$ cat src/rtl/psw_pkg.sv
package psw_pkg;

    // Default widths of the programmed values.
    localparam int unsigned PSW_N_W = 10;
    localparam int unsigned PSW_A_W = 7;

    // Modulus selection driven toward the prescaler.
    typedef enum logic {
        MOD_LOW  = 1'b0,  // divide by P
        MOD_HIGH = 1'b1   // divide by P+1
    } psw_mod_e;

endpackage

$ cat src/rtl/psw_down_ctr.sv
// Loadable down-counter with a selectable terminal condition and underflow behaviour.
module psw_down_ctr #(
    parameter int unsigned W           = 8,
    parameter bit          SATURATE    = 1'b1,  // 1: hold at zero, 0: wrap to all ones
    parameter bit          TERM_AT_ONE = 1'b0   // 1: term_o when count <= 1, 0: when count == 0
) (
    input  logic         clk,
    input  logic         rst_n,
    input  logic         load_i,
    input  logic [W-1:0] load_val_i,
    output logic         term_o
);

    typedef struct packed {
        logic [W-1:0] cnt;
    } ctr_state_t;

    ctr_state_t   st_d, st_q;
    logic [W-1:0] under_val;

    generate
        if (SATURATE) begin : g_sat
            assign under_val = '0;
        end else begin : g_wrap
            assign under_val = '1;
        end

        if (TERM_AT_ONE) begin : g_term_one
            assign term_o = (st_q.cnt[W-1:1] == '0);
        end else begin : g_term_zero
            assign term_o = (st_q.cnt == '0);
        end
    endgenerate

    always_comb begin
        st_d = st_q;
        if (load_i) begin
            st_d.cnt = load_val_i;
        end else if (st_q.cnt != '0) begin
            st_d.cnt = st_q.cnt - 1'b1;
        end else begin
            st_d.cnt = under_val;
        end
    end

    always_ff @(posedge clk or negedge rst_n) begin
        if (!rst_n) begin
            st_q <= '0;
        end else begin
            st_q <= st_d;
        end
    end

endmodule

$ cat src/rtl/pswallow_divider.sv
// Pulse-swallow divider: cycle counter plus swallow counter steering a dual-modulus prescaler.
module pswallow_divider
    import psw_pkg::*;
#(
    parameter int unsigned N_W = PSW_N_W,
    parameter int unsigned A_W = PSW_A_W
) (
    input  logic           fin,
    input  logic           rst_n,
    input  logic [N_W-1:0] n_val,
    input  logic [A_W-1:0] a_val,
    output logic           mc,
    output logic           fv
);

    typedef struct packed {
        logic fv;
    } top_state_t;

    top_state_t st_d, st_q;
    logic       cyc_end;   // last period of the cycle: next edge reloads
    logic       swl_done;  // swallow count exhausted
    psw_mod_e   mod_sel;

    // Cycle counter: counts N periods, terminal on its final period.
    psw_down_ctr #(
        .W           (N_W),
        .SATURATE    (1'b0),
        .TERM_AT_ONE (1'b1)
    ) u_cyc_ctr (
        .clk        (fin),
        .rst_n      (rst_n),
        .load_i     (cyc_end),
        .load_val_i (n_val),
        .term_o     (cyc_end)
    );

    // Swallow counter: reloaded with the cycle, then held at zero once spent.
    psw_down_ctr #(
        .W           (A_W),
        .SATURATE    (1'b1),
        .TERM_AT_ONE (1'b0)
    ) u_swl_ctr (
        .clk        (fin),
        .rst_n      (rst_n),
        .load_i     (cyc_end),
        .load_val_i (a_val),
        .term_o     (swl_done)
    );

    always_comb begin
        st_d    = st_q;
        st_d.fv = cyc_end;
        mod_sel = swl_done ? MOD_LOW : MOD_HIGH;
    end

    always_ff @(posedge fin or negedge rst_n) begin
        if (!rst_n) begin
            st_q <= '0;
        end else begin
            st_q <= st_d;
        end
    end

    assign fv = st_q.fv;
    assign mc = (mod_sel == MOD_HIGH);

endmodule

$ cat config.mk
export PLATFORM = sky130hd
export DESIGN_NAME = pswallow_divider
export DESIGN_NICKNAME = d
export VERILOG_FILES = /design/src/rtl/psw_pkg.sv /design/src/rtl/psw_down_ctr.sv /design/src/rtl/pswallow_divider.sv
export SDC_FILE = /design/constraint.sdc
export NUM_CORES = 1
export LEC_CHECK = 0
export ABC_AREA = 1
export BUFFER_PORTS_ARGS = -buffer_cell sky130_fd_sc_hd__buf_2
export CAP_MARGIN = 20
export CORE_UTILIZATION = 57
export DETAILED_ROUTE_END_ITERATION = 8
export PLACE_DENSITY_LB_ADDON = 0.05
export SYNTH_ARGS = -nofsm -noshare
export SYNTH_HDL_FRONTEND = slang
export SYNTH_SLANG_ARGS = --single-unit
export TNS_END_PERCENT = 10
$ cat constraint.sdc
create_clock -name fin -period 2.13 [get_ports fin]
set_input_delay 0.1065 -clock fin [delete_from_list [all_inputs] [get_ports fin]]
set_output_delay 0.1065 -clock fin [all_outputs]
set_load 0.005 [all_outputs]
==> reports/qor.csv <==
metric,value,unit
run status,"finished, final reports clean",
WP data required,2020,ps
Max Root-Sink Buffers,2,
Final #Nets,183,
post-synthesis cell area,1056,sq um
RSZ-0062 raised after global routing,false,
Static Leak,0.6338,nW
#FFs+latches synth,18,
Die Ht,45.04,um
maximum VDD drop,0.6063,mV
max-cap viol count,0,
most frequent cells in the layout,"34 x nand2_1, 24 x nor2_1, 20 x buf_2",
DRT iter0 DRCs,11,
slowest cell on the critical path,dfrtp_1,
row cnt,15,
Std-Cell Core Area,1727,sq um
Antenna Nets Post-Route,0,
syn_area_per_cell,7.822,sq um
CTS tree,yes,
full die area,2029,sq um
crit start category,register,
largest net degree at the start of global routing,19,
Place WS,701.2,ps
Setup WS post-layout,550.7,ps
"commonest non-fill, non-tap cell in the layout",nand2_1,
endpoints failing setup,0,
Post-route DRC,0,
Ys Warns,0,
number of CTS-inserted buffers,3,
part of the cycle the worst path needs,74.15,%
multiplexer share of the synthesized area,0,%
Worst Setup Path Type,register to output pin,
Final Skew,8.853,ps
via count,924,
relative slew slack,72.90,%
CP Capture Type,output pin,
CTS root buf,clkbuf_4,
final hold violations,0,
clk_lat worst skew,290,ps
xor/xnor share of the synthesized area,3.318,%
Die X,45.04,um
Resized cells post-CTS,0,
share of layout cells above drive strength 1,26.09,%
DRT Pass-1 Iters,4,
GR Overflow Total,0,
final slew viol count,0,
Routed WL,2069,um
Design Power,1.204,mW
crit-path max cell delay,420,ps
WL per Instance,11.12,um
Initial Utilization,61.16,%
Worst Path Arrival,1470,ps
vias in the first global route,832,
Compound-Gate Fraction of Synth Area,10.78,%
Adder-Cell Fraction of Synth Area,2.370,%
# IOs,21,
worst-margin pin slew,406.5,ps
area grow syn2layout,16.71,%
Cell Pwr Density,977.0,nW/um^2
Max Fclk,633.2,MHz
post-synth cell types,25,
first-pass GRT wire length,3353,um
antenna violations before repair,0,
cell mode on critical path,nand2_1,
synthesized-area fraction occupied by and/or/nand/nor cells,32.70,%
DPL Wire Length,1560,um
setup TNS,0,ps
GRT Overall Usage,23.04,%
crit path time final,1579,ps
Final Core Density,71.38,%
CTS sink cnt,18,
global placement routability congestion,0.8749,
Worst R2R Setup Slack,690,ps
CTS H-tree lvls,1,
HP Class,primary input to register,
syn_nets,156,
"Critical Path, Cell by Cell","inv_1, ha_1, nand2_1, nor2_1, nand2_1, buf_2",
antenna cells,0,
PortBufs,20,
crit-path max FO,3,
Synth Instances,135,
drt via density,4.968,
main combinational cell family by area after synthesis,simple AND/OR/NAND/NOR gates,
"Clk pin slew, worst setup/hold paths",110,ps
post-synthesis sequential area ratio,42.65,%
logic make-up (layout without fill, tap and decap cells):
logic type	count (synthesis)	count (layout)
AO/OA/AOI/OAI	18	18
XOR/XNOR	4	4
adder cells (fa/ha/maj)	2	2
buffers and inverters	16	42
flip-flops	18	18
AND/OR/NAND/NOR	77	77
worst paths after layout:
kind / startpoint / endpoint / depth (start not counted)
max: u_swl_ctr.st_q[0] / mc / 6
min: a_val[5] / u_swl_ctr.st_q[5] / 3
max reg2reg: u_cyc_ctr.st_q[0] / u_cyc_ctr.st_q[9] / 6
min reg2reg: u_cyc_ctr.st_q[0] / u_cyc_ctr.st_q[0] / 1
max in group asynchronous: rst_n / u_cyc_ctr.st_q[3] / 2
min in group asynchronous: rst_n / u_cyc_ctr.st_q[7] / 2
critical path: cells and delay by family, from the launching register on:
family / cells / cell delay (ps)
fa+ha+maj: 1 / 190
buf+inv: 2 / 240
flops: 1 / 420
simple gates: 3 / 330
per-stage QoR:
step	hold slack, ps	cells	instance area, sq um
CTS	3.489	184	1212
global placement	60.27	178	1156
finish	7.192	186	1232
detailed placement	63.69	178	1156
floorplan	-189.1	135	1056
global route	4.525	186	1232
layout make-up:
| cell class | instances | area, sq um |
|---|---|---|
| fillers | 150 | 494.2 |
| inverters | 14 | 55.05 |
| flip-flops and latches | 18 | 450.4 |
| well taps | 25 | 31.28 |
| multi-input cells | 101 | 519.2 |
| clock buffers | 4 | 36.28 |
| repair buffers | 24 | 140.1 |
timing repair:
action                                 4_1_cts  5_1_grt
hold buffers                                 2        2
endpoints found under the hold margin       19        2
buffers inserted                             0        0
sequential cells by signal (all words and copies together) (netlist names):
register / flops
u_cyc_ctr.st_q: 10
u_swl_ctr.st_q: 7
fv: 1
power breakdown:
| part | internal [mW] | leakage, nW | total, mW | switching, mW |
|---|---|---|---|---|
| combinational | 0.183 | 0.405 | 0.436 | 0.253 |
| clock | 0.104 | 0.0210 | 0.212 | 0.108 |
| sequential | 0.459 | 0.208 | 0.556 | 0.0975 |
| total | 0.746 | 0.634 | 1.20 | 0.458 |
synth_stat cells:
| cell type | number | share of area (%) |
|---|---|---|
| a21oi_1 | 4 | 1.9 |
| and2_4 | 1 | 0.83 |
| buf_12 | 1 | 1.9 |
| buf_6 | 1 | 1.1 |
| dfrtp_1 | 18 | 43 |
| ha_1 | 2 | 2.4 |
| inv_1 | 13 | 4.6 |
| inv_4 | 1 | 0.59 |
| nand2_1 | 34 | 12 |
| nand2_2 | 7 | 4.1 |
| nand2_4 | 1 | 1.1 |
| nand3_1 | 4 | 1.9 |
| nand3b_1 | 1 | 0.71 |
| nand4_1 | 1 | 0.59 |
| nor2_1 | 24 | 8.5 |
| nor2_2 | 2 | 1.2 |
| nor2_4 | 1 | 1.1 |
| o211ai_1 | 1 | 0.71 |
| o21ai_0 | 6 | 2.8 |
| o21ai_1 | 1 | 0.47 |
| o21ai_2 | 5 | 4.1 |
| o21bai_1 | 1 | 0.71 |
| or2_0 | 1 | 0.59 |
| xnor2_1 | 1 | 0.83 |
| xor2_1 | 3 | 2.5 |
routing by layer:
metal | share of wire [%] | routed length (um) | GRT usage, % | vias up
met2 | 52 | 1086 | 44.06 | 21
met4 | 1.1 | 23 | 12.12 | 0
met3 | 2.8 | 58 | 2.400 | 6
met1 | 43 | 900 | 24.36 | 426
li1 | - | - | - | 471
met5 | 0 | 0 | 0 | -
No activity file was read; power rests on OpenSTA's default activity.
